$ cat src/rtl/baud_pkg.sv
// Shared widths for the bit-rate enable generator.
package baud_pkg;
    localparam int SEL_W   = 5;   // prescaler code width
    localparam int DIV_W   = 10;  // divisor width
    localparam int OVS_CNT = 16;  // sample enables per bit
    localparam int OVS_W   = $clog2(OVS_CNT) + 1;
endpackage

$ cat src/rtl/baud_prescaler.sv
// Half-step prescaler. Code c>0 gives factor (c+1)/2. Even codes alternate
// periods of k and k+1 cycles (k=c/2), starting with k. Code 0 holds idle.
// Assumes restart is a single-cycle strobe and that sel is stable between restarts.
module baud_prescaler #(
    parameter int SEL_W = 5
) (
    input  logic             clk,
    input  logic             rst_n,
    input  logic             restart,
    input  logic [SEL_W-1:0] sel,
    output logic             tick
);
    localparam int CW = SEL_W + 1;

    logic [CW-1:0] cnt;
    logic          phase;
    logic [CW-1:0] base_len;
    logic [CW-1:0] cur_len;
    logic          half_step;
    logic          run;

    // Period length for the current phase.
    always_comb begin
        run       = (sel != '0);
        half_step = ~sel[0];
        base_len  = ({1'b0, sel} + CW'(1)) >> 1;
        cur_len   = base_len + CW'(half_step & phase);
        tick      = run && (cnt == cur_len - CW'(1));
    end

    // Count input cycles and flip the phase at each period end.
    always_ff @(posedge clk) begin
        if (!rst_n || restart || !run) begin
            cnt   <= '0;
            phase <= 1'b0;
        end else if (tick) begin
            cnt   <= '0;
            phase <= ~phase;
        end else begin
            cnt   <= cnt + CW'(1);
        end
    end
endmodule

$ cat src/rtl/baud_counter.sv
// Modulo counter that advances on step and wraps at limit. wrap is high in the
// step cycle that completes a count. Assumes limit >= 1.
module baud_counter #(
    parameter int W = 10
) (
    input  logic         clk,
    input  logic         rst_n,
    input  logic         clear,
    input  logic         step,
    input  logic [W-1:0] limit,
    output logic         wrap
);
    logic [W-1:0] cnt;

    // Flag the last step of the count.
    assign wrap = step && (cnt == limit - W'(1));

    // Advance the count on each step and clear it on restart.
    always_ff @(posedge clk) begin
        if (!rst_n || clear) begin
            cnt <= '0;
        end else if (wrap) begin
            cnt <= '0;
        end else if (step) begin
            cnt <= cnt + W'(1);
        end
    end
endmodule

$ cat src/rtl/baud_clock_gen.sv
// Bit-rate enable generator: prescaler, divisor counter and sixteen-count in
// series. Any register write restarts all three stages. Assumes the write
// strobes are synchronous to clk.
module baud_clock_gen
    import baud_pkg::*;
(
    input  logic             clk,
    input  logic             rst_n,
    input  logic             sel_wr,
    input  logic [SEL_W-1:0] sel_wdata,
    input  logic             div_wr,
    input  logic [DIV_W-1:0] div_wdata,
    output logic             os_tick,
    output logic             bit_tick
);
    logic [SEL_W-1:0] sel_q;
    logic [DIV_W-1:0] div_q;
    logic [DIV_W-1:0] div_lim;
    logic             restart;
    logic             pre_tick;
    logic             div_wrap;
    logic             ovs_wrap;

    // Any register write restarts the chain.
    assign restart = sel_wr | div_wr;

    // A zero divisor counts as one.
    assign div_lim = (div_q == '0) ? DIV_W'(1) : div_q;

    // Hold the programmed prescaler code and divisor.
    always_ff @(posedge clk) begin
        if (!rst_n) begin
            sel_q <= '0;
            div_q <= '0;
        end else begin
            if (sel_wr) sel_q <= sel_wdata;
            if (div_wr) div_q <= div_wdata;
        end
    end

    baud_prescaler #(.SEL_W(SEL_W)) u_pre (
        .clk     (clk),
        .rst_n   (rst_n),
        .restart (restart),
        .sel     (sel_q),
        .tick    (pre_tick)
    );

    baud_counter #(.W(DIV_W)) u_div (
        .clk   (clk),
        .rst_n (rst_n),
        .clear (restart),
        .step  (pre_tick),
        .limit (div_lim),
        .wrap  (div_wrap)
    );

    baud_counter #(.W(OVS_W)) u_ovs (
        .clk   (clk),
        .rst_n (rst_n),
        .clear (restart),
        .step  (div_wrap),
        .limit (OVS_W'(OVS_CNT)),
        .wrap  (ovs_wrap)
    );

    assign os_tick  = div_wrap;
    assign bit_tick = ovs_wrap;
endmodule

$ cat config.mk
export PLATFORM = sky130hd
export DESIGN_NAME = baud_clock_gen
export DESIGN_NICKNAME = d
export VERILOG_FILES = /design/src/rtl/baud_pkg.sv /design/src/rtl/baud_prescaler.sv /design/src/rtl/baud_counter.sv /design/src/rtl/baud_clock_gen.sv
export SDC_FILE = /design/constraint.sdc
export NUM_CORES = 1
export LEC_CHECK = 0
export BUFFER_PORTS_ARGS = -buffer_cell sky130_fd_sc_hd__buf_2
export CORE_MARGIN = 2
export CORE_UTILIZATION = 50
export DETAILED_ROUTE_END_ITERATION = 12
export MAX_ROUTING_LAYER = met4
export PLACE_DENSITY = 0.66
export RECOVER_POWER = 50
export SLEW_MARGIN = 30
export SYNTH_ARGS = -nofsm -noshare
export SYNTH_HDL_FRONTEND = slang
export SYNTH_HIERARCHICAL = 1
export SYNTH_SLANG_ARGS = --single-unit
$ cat constraint.sdc
create_clock -name clk -period 13.2 [get_ports clk]
set_input_delay 2.64 -clock clk [delete_from_list [all_inputs] [get_ports clk]]
set_output_delay 2.64 -clock clk [all_outputs]
set_load 0.05 [all_outputs]
==> summary.md, run 1 <==
| Metric | Value |
|---|---|
| Post-DP HPWL | about 3300 microns |
| Synth top cells by count | 37 x dfxtp_1, 22 x xor2_1, 21 x xnor2_1 |
| Hold Crit Depth | 1 |
| Layout Nets | ~320 |
| Worst-path maximum fanout | 13 |
| Logic gate share of total power | between 10% and 20% |
| Share of layout cells above drive strength 1 | between 10% and 20% |
| Data arrival time of the worst path | between 5000 and 6000 ps |
| Final period utilization | between 60% and 70% |
| Pre-CTS WS | slightly above 5000 ps |
| Flip-flop and latch area | between 700 and 800 sq um |
| Simple-gate share of the synthesized area | a little over a quarter |
| I/O Buffers | 20 |
| I/O pins | 21 |
| Synth Area in Compound Gates | a little under an eighth |
| Unrepaired setup endpoints after global routing | false |
| WHS | ~530 ps |
| Syn Std Cell Area | between 2000 and 2500 sq um |
| Slew margin rel. | 40.30% |
| Antenna violations before repair | 0 |
| Worst Setup End Kind | output pin |
| Primary FF master, synth | dfxtp_1 |
| Sw frac | 26.81% |
| Top post-synthesis cells by area | dfxtp_1 30%, xor2_1 7.8%, xnor2_1 7.5% |
| Worst Hold Class | flip-flop to flip-flop |
| Core area | roughly 4700 sq um |
| Distinct cells, synth | 52 |
| Clock Tree Root | clkbuf_8 |
| Grt ovf | 0 |
| Max IR drop VDD | slightly below 0.05 mV |
| H-Tree Depth | 2 |
| Total track usage | 17.57% |
| Switching power | 0.00006518 W |
| CP Class | flip-flop to output pin |
| Clock Sinks | 37 |
| Leading area contributor after synthesis | dfxtp_1 |
| Power Dens Cells | approximately 90 nW/um^2 |
| CP Launch Type | flip-flop |
| Postcts setup bufs | 0 |
| Post-synthesis mux area share | under 10% |
| Critical Path Start | sel_q[0]$_SDFFE_PN0P_ |
| Post-synthesis adder-cell area fraction | under 10% |
| Synth Register Bits | 37 |
| Number of global-route vias before repair | approximately 1600 |
| Final hold vios | 0 |
| Status | finished clean |
| Hold Buf Count CTS | 0 |
| # diodes | 0 |
| Die width | approximately 74 microns |
| CTS Buf Count | 5 |
| Hold Startpoint | u_pre/cnt[0]$_SDFF_PP0_ |
| Area growth, synth to finish | 9.553% |
| DRC Markers | 0 |
| Area of the multi-input gates | 1655 sq um |
| Xor/xnor cell area share of the yosys netlist | 15.29% |
| P_leak | 1.020 nW |
| Largest net degree at the start of global routing | 19 |
| Worst-skew pair later-pin latency | between 200 and 300 ps |
| Max Cap Viol | 0 |
| Reg power frac | between 40 and 50% |
| Post-synthesis sequential area ratio | 30.08% |
| WL/cell | ~12 microns |
| Gp weighted congestion | 0.8052 |
| Internal cell power | approximately 0.00018 W |
| Vias | between 1500 and 2000 |
| Count leader, synth | dfxtp_1 |
| Total power | 0.0002431 W |
| TritonCTS clock tree | yes |
| DR iter-0 viols | 42 |
| Fin. max-slew vios | 0 |
| Post-Route WL | between 4000 and 5000 microns |
| Fill count | roughly 430 |
| Chip height | 74.18 microns |
| Synthesized instance count | 268 |
| Clk pwr share | between 30% and 40% |
| Max incr delay on CP | roughly 860 ps |
| Clk slew on worst S/H paths | approximately 70 ps |
| Worst-case reg-to-reg path depth | 15 |
| Post-synth top area share | 30.08% |
| Die area | about 5500 sq um |
| Cts repair resizes | 0 |
| Clock buffer depth | 2 |
| Vias per inst | slightly above 5 |
| Final setup margin | just under 5000 ps |
| Clock Skew | slightly below 8 ps |
| EDFF count, synth | 0 |
| Initial Util | between 50 and 60% |
| Setup TNS Final | 0 ps |
| Peak Freq | around 0.12 GHz |
| Site Rows | 25 |
| Crit-path slowest cell | a2111oi_4 |
| Post-layout min period | 8336 ps |
| Asr flop ratio synth | 0% |
| Avg Inst Size Synth | between 9 and 10 sq um |
| Crit Reg-Reg Startpoint | sel_q[0]$_SDFFE_PN0P_ |
| Number of setup violations in the final report | 0 |
| Post-route ant nets | 0 |
| First-pass GRT wire length | ~7300 microns |
| Largest family of logic cells by synthesized area | simple AND/OR/NAND/NOR gates |
| Worst-path cell chain | inv_1 -> ha_1 -> inv_1 -> ha_1 -> or4b_1 -> o31ai_2 -> nand2_1 -> o32a_1 -> a2111oi_4 -> nand3_4 -> or4_1 -> nor3_1 -> nand3_1 -> nor4_4 -> buf_2 |
| Req. time, crit path | 10560 ps |
| Slew @ Worst Pin | 895.5 ps |
| Pre-Repair DR Iteration Count | 4 |
| Syn. warnings | 6 |
-- registers in the layout (all words and copies together) (netlist names) --
name,count
u_pre/cnt,6
u_ovs/cnt,5
div_q,10
u_div/cnt,10
sel_q,5
u_pre/phase,1
-- cell families (layout without fill, tap and decap cells) --
kind of cell | Yosys count | in the layout
fa+ha+maj | 9 | 9
mux | 19 | 19
other cells | 2 | 11
simple gates | 105 | 105
xor+xnor | 43 | 43
flops | 37 | 37
buf+inv | 24 | 36
compound gates | 29 | 29
-- layout make-up --
type / count / area share, %
multi-input cells: 216 / 61.36
flip-flops and latches: 37 / 27.46
repair buffers: 20 / 3.618
clock buffers: 7 / 3.200
well taps: 67 / 3.108
inverters: 9 / 1.252
-- final timing paths --
kind / endpoint / slack [ps]
setup / recovery: bit_tick / 4860
hold / removal: u_pre/cnt[0]$_SDFF_PP0_ / 530
setup reg to reg: u_ovs/cnt[2]$_SDFFE_PP0P_ / 7890
hold reg to reg: u_pre/cnt[0]$_SDFF_PP0_ / 530
-- per-layer routing --
metal | vias to the layer above | wire [microns] | track usage, %
li1 | 970 | - | -
met1 | 816 | 2173 | 22.97
met2 | 22 | 1906 | 26.29
met3 | 9 | 130 | 4.201
met4 | 0 | 73 | 6.667
met5 | - | 0 | -
-- cells in the final DEF, fill, tap and decap left out, drive strengths merged, types with 3 or more instances in the layout --
| cell | Yosys | routed |
|---|---|---|
| nand2b | 5 | 5 |
| xnor2 | 21 | 21 |
| nor4 | 3 | 3 |
| or2 | 3 | 3 |
| dfxtp | 37 | 37 |
| nor3 | 18 | 18 |
| ha | 9 | 9 |
| mux2i | 17 | 17 |
| nand3b | 4 | 4 |
| buf | 3 | 18 |
| clkbuf | 12 | 9 |
| nand4 | 9 | 9 |
| nand3 | 7 | 7 |
| conb | 2 | 11 |
| nor2b | 18 | 18 |
| xor2 | 22 | 22 |
| nand2 | 10 | 10 |
| a21oi | 12 | 12 |
| nor2 | 11 | 11 |
| and3 | 4 | 4 |
| inv | 9 | 9 |
| nor3b | 4 | 4 |
-- power groups by stage --
stage	clock network (W)	logic (W)	registers [W]
2_1_floorplan	0	0.0000401	0.000119
6_report	0.0000782	0.0000453	0.000119
3_5_place_dp	0	0.0000454	0.000122
4_1_cts	0.0000827	0.0000456	0.000119
5_1_grt	0.0000866	0.0000509	0.000120
3_3_place_gp	0	0.0000451	0.000122
-- metrics by stage --
step                instances  cell area, sq um  utilization [%]
floorplan                 277              2496                -
global placement          349              2614            55.34
detailed placement        349              2614            55.34
CTS                       356              2700            57.17
global route              356              2698            57.11
finish                    356              2698            57.11
-- worst max-delay path, delay by kind of cell (launching register included) --
| kind | cells | cell delay [ps] |
|---|---|---|
| AO/OA/AOI/OAI | 3 | 1380 |
| adder cells (fa/ha/maj) | 2 | 470 |
| buffers and inverters | 3 | 510 |
| flip-flops | 1 | 420 |
| AND/OR/NAND/NOR | 7 | 2650 |
Note: power is estimated with default switching activity, not from simulation.
==> inputs of run 2 (changes only) <==
ABC_AREA = 1   (was default)
clock period = 8.75 ns   (was 13.2 ns; I/O delays follow)
==> summary.md, run 2 <==
| Metric | Value |
|---|---|
| Worst-skew pair later-pin latency | 280 ps (about the same) |
| EDFF count, synth | 0 (unchanged) |
| Max IR drop VDD | 0.1019 mV (was 0.04818 mV) |
| Clock Tree Root | clkbuf_8 (unchanged) |
| Clock buffer depth | 2 (unchanged) |
| Data arrival time of the worst path | 3910 ps (was 5700 ps) |
| Clock Skew | 5.881 ps (was 7.850 ps) |
| Hold Buf Count CTS | 0 (unchanged) |
| Critical Path Start | sel_q[0]$_SDFFE_PN0P_ (unchanged) |
| CP Launch Type | flip-flop (unchanged) |
| Top post-synthesis cells by area | dfxtp_1 30%, nand2_1 14%, nor2_1 11% (was dfxtp_1 30%, xor2_1 7.8%, xnor2_1 7.5%) |
| I/O Buffers | 20 (unchanged) |
| H-Tree Depth | 2 (unchanged) |
| Setup TNS Final | 0 ps (unchanged) |
| Pre-Repair DR Iteration Count | 4 (unchanged) |
| CP Class | flip-flop to output pin (unchanged) |
| Final period utilization | about two thirds |
| R2R setup slack | 5230 ps (was 7890 ps) |
| First-pass GRT wire length | 7700 microns (was 7251 microns) |
| Site Rows | 25 (unchanged) |
| Avg Inst Size Synth | 6.361 sq um (was 9.188 sq um) |
| Post-synth top area share | 29.56% (was 30.08%) |
| Post-Route WL | 4490 microns (was 4284 microns) |
| Clk slew on worst S/H paths | 70 ps (about the same) |
| Area of the multi-input gates | 1528 sq um (was 1655 sq um) |
| Peak Freq | between 0.15 and 0.2 GHz |
| Post-DP HPWL | 3632 microns (was 3258 microns) |
| Clock Sinks | 37 (unchanged) |
| Worst-path maximum fanout | 8 (was 13) |
| Status | finished clean (unchanged) |
| Vias per inst | 4.540 (was 5.104) |
| Max Cap Viol | 0 (unchanged) |
| Final hold vios | 0 (unchanged) |
| Asr flop ratio synth | 0% (unchanged) |
| Share of layout cells above drive strength 1 | 12.02% (was 15.22%) |
| Commonest non-fill, non-tap cell in the layout | nand2_1 (was dfxtp_1) |
| Initial Util | 52.37% (was 52.13%) |
| Primary FF master, synth | dfxtp_1 (unchanged) |
| Fin. max-slew vios | 0 (unchanged) |
| Registers with the most flip-flops | div_q: 10 flops, u_div/cnt: 10 flops, u_pre/cnt: 6 flops (unchanged) |
| R2R Path End | u_ovs/cnt[1]$_SDFFE_PP0P_ (was u_ovs/cnt[2]$_SDFFE_PP0P_) |
| Vias | 2193 (was 1817) |
| Antenna violations before repair | 0 (unchanged) |
| Most frequent cells in the layout | 96 x nand2_1, 76 x nor2_1, 47 x inv_1 (was 37 x dfxtp_1, 22 x xor2_1, 21 x xnor2_1) |
| I/O pins | 21 (unchanged) |
| Grt ovf | 0 (unchanged) |
| Syn. warnings | 6 (unchanged) |
| Hold Startpoint | u_pre/cnt[5]$_SDFF_PP0_ (was u_pre/cnt[0]$_SDFF_PP0_) |
| Post-layout min period | 5661 ps |
| Synth top cells by count | 95 x nand2_1, 76 x nor2_1, 47 x inv_1 (was 37 x dfxtp_1, 22 x xor2_1, 21 x xnor2_1) |
| Chip height | 74.80 microns (was 74.18 microns) |
| Worst setup endpoint | bit_tick (unchanged) |
| Slew @ Worst Pin | 680.4 ps (was 895.5 ps) |
| Total track usage | 18.10% (was 17.57%) |
| Flip-flop and latch area | 740.7 sq um (unchanged) |
| Count leader, synth | nand2_1 (was dfxtp_1) |
| Worst Setup End Kind | output pin (unchanged) |
| Die width | 74.80 microns (was 74.18 microns) |
| Area growth, synth to finish | 8.687% (was 9.553%) |
| Post-synthesis sequential area ratio | 29.56% (was 30.08%) |
| Total power | 0.0003617 W (was 0.0002431 W) |
| Number of global-route vias before repair | 1888 (was 1579) |
| Core area | 4786 sq um (was 4723 sq um) |
| DR iter-0 viols | 48 (was 42) |
| Worst Hold Class | flip-flop to flip-flop (unchanged) |
| Unrepaired setup endpoints after global routing | false (unchanged) |
| Fill count | 474 (was 433) |
| CTS Buf Count | 5 (unchanged) |
| Die area | 5594 sq um (was 5502 sq um) |
| Layout Nets | 444 (was 317) |
| Distinct cells, synth | 29 (was 52) |
| Post-route ant nets | 0 (unchanged) |
| Slew margin rel. | 54.64% (was 40.30%) |
| Syn Std Cell Area | 2506 sq um (was 2462 sq um) |
| Leading area contributor after synthesis | dfxtp_1 (unchanged) |
| Number of setup violations in the final report | 0 (unchanged) |
| Largest net degree at the start of global routing | 19 (unchanged) |
| TritonCTS clock tree | yes (unchanged) |
| Crit Reg-Reg Startpoint | sel_q[0]$_SDFFE_PN0P_ (unchanged) |
| P_leak | 1.242 nW (was 1.020 nW) |
| DP Area | 2646 sq um (was 2614 sq um) |
| # diodes | 0 (unchanged) |
| Gp weighted congestion | 0.8706 (was 0.8052) |
| Worst-case reg-to-reg path depth | 25 (was 15) |
| WL/cell | 9.296 microns (was 12.03 microns) |
| Cts repair resizes | 0 (unchanged) |
| Req. time, crit path | 7000 ps (was 10560 ps) |
| Synth Register Bits | 37 (unchanged) |
| Synthesized instance count | 394 (was 268) |
| DRC Markers | 0 (unchanged) |
| Power Dens Cells | 132.8 nW/um^2 (was 90.11 nW/um^2) |
| Postcts setup bufs | 0 (unchanged) |
| Final instance area | 2724 sq um (was 2698 sq um) |
==> run 2: changes by cell type after synthesis, moves of 14 or more <==
cell and change:
inv_1 +38, mux2i_1 -17, nand2_1 +85, nand3_1 +20
nor2_1 +65, nor2b_1 -18, nor3_1 -14
==> run 2: logic make-up (layout without fill, tap and decap cells) <==
group	Yosys count	after routing	share of synthesized area [%]
flops	37	37	29.56
fa+ha+maj	9	9	4.493
buf+inv	65	77	10.73
compound gates	22	22	4.793
other cells	2	12	0.2997
xor+xnor	24	24	8.387
simple gates	235	235	41.74
==> run 2: critical path, stage by stage, from the launching register on <==
cell     delay [ps]
dfxtp_1         410
inv_1            80
ha_1            280
inv_1            40
ha_1            200
ha_1            290
xor2_1          150
nand2_1          70
nor2_1           90
nand2_1          70
nor2_2          110
nand3_2         100
inv_1           190
nand2_1          80
nor2_1           80
nand2_1          60
nor2_1          120
nand3_1          90
nor2_2          110
nand2_2          80
inv_1           190
nand3_1         100
nor2_1          100
nand2_1          90
nor2_4          160
buf_2           290
==> run 2: final cells by class <==
| type | instances | share of cell area [%] |
|---|---|---|
| well taps | 67 | 3.078 |
| multi-input cells | 302 | 56.09 |
| flip-flops and latches | 37 | 27.19 |
| inverters | 50 | 6.890 |
| repair buffers | 20 | 3.583 |
| clock buffers | 7 | 3.170 |
==> run 2: worst min path at each step <==
stage | end | cells past startpoint
final | u_pre/cnt[5]$_SDFF_PP0_ | 2
after global placement | u_pre/cnt[0]$_SDFF_PP0_ | 1
after detailed placement | u_pre/cnt[0]$_SDFF_PP0_ | 1
after global routing | u_pre/cnt[0]$_SDFF_PP0_ | 1
after floorplan | u_pre/cnt[0]$_SDFF_PP0_ | 1
after CTS | u_pre/cnt[5]$_SDFF_PP0_ | 2
==> run 2: per-stage QoR <==
stage	util, %	worst slack [ps]	hold slack, ps	std cells
detailed placement	55.29	3364	472.4	476
global route	56.92	2624	498.9	483
global placement	55.29	3455	456.9	476
finish	56.92	3089	480.5	483
floorplan	-	3395	440.4	404
CTS	57.10	3040	486.5	483
==> run 2: power breakdown <==
| group | switching [W] | internal [W] | total [W] | leakage (nW) |
|---|---|---|---|---|
| logic | 0.0000390 | 0.0000260 | 0.0000650 | 0.896 |
| clock network | 0.0000533 | 0.0000624 | 0.000116 | 0.0443 |
| registers | 0.00000749 | 0.000174 | 0.000181 | 0.302 |
==> run 2: layer usage <==
metal  global-route usage, %  share of wire, %  up-vias
met1                   23.00                50      933
met5                       -                 0        -
met4                   3.968              0.80        0
met2                   29.11                44       23
met3                   4.685               4.4        6
li1                        -                 -     1231
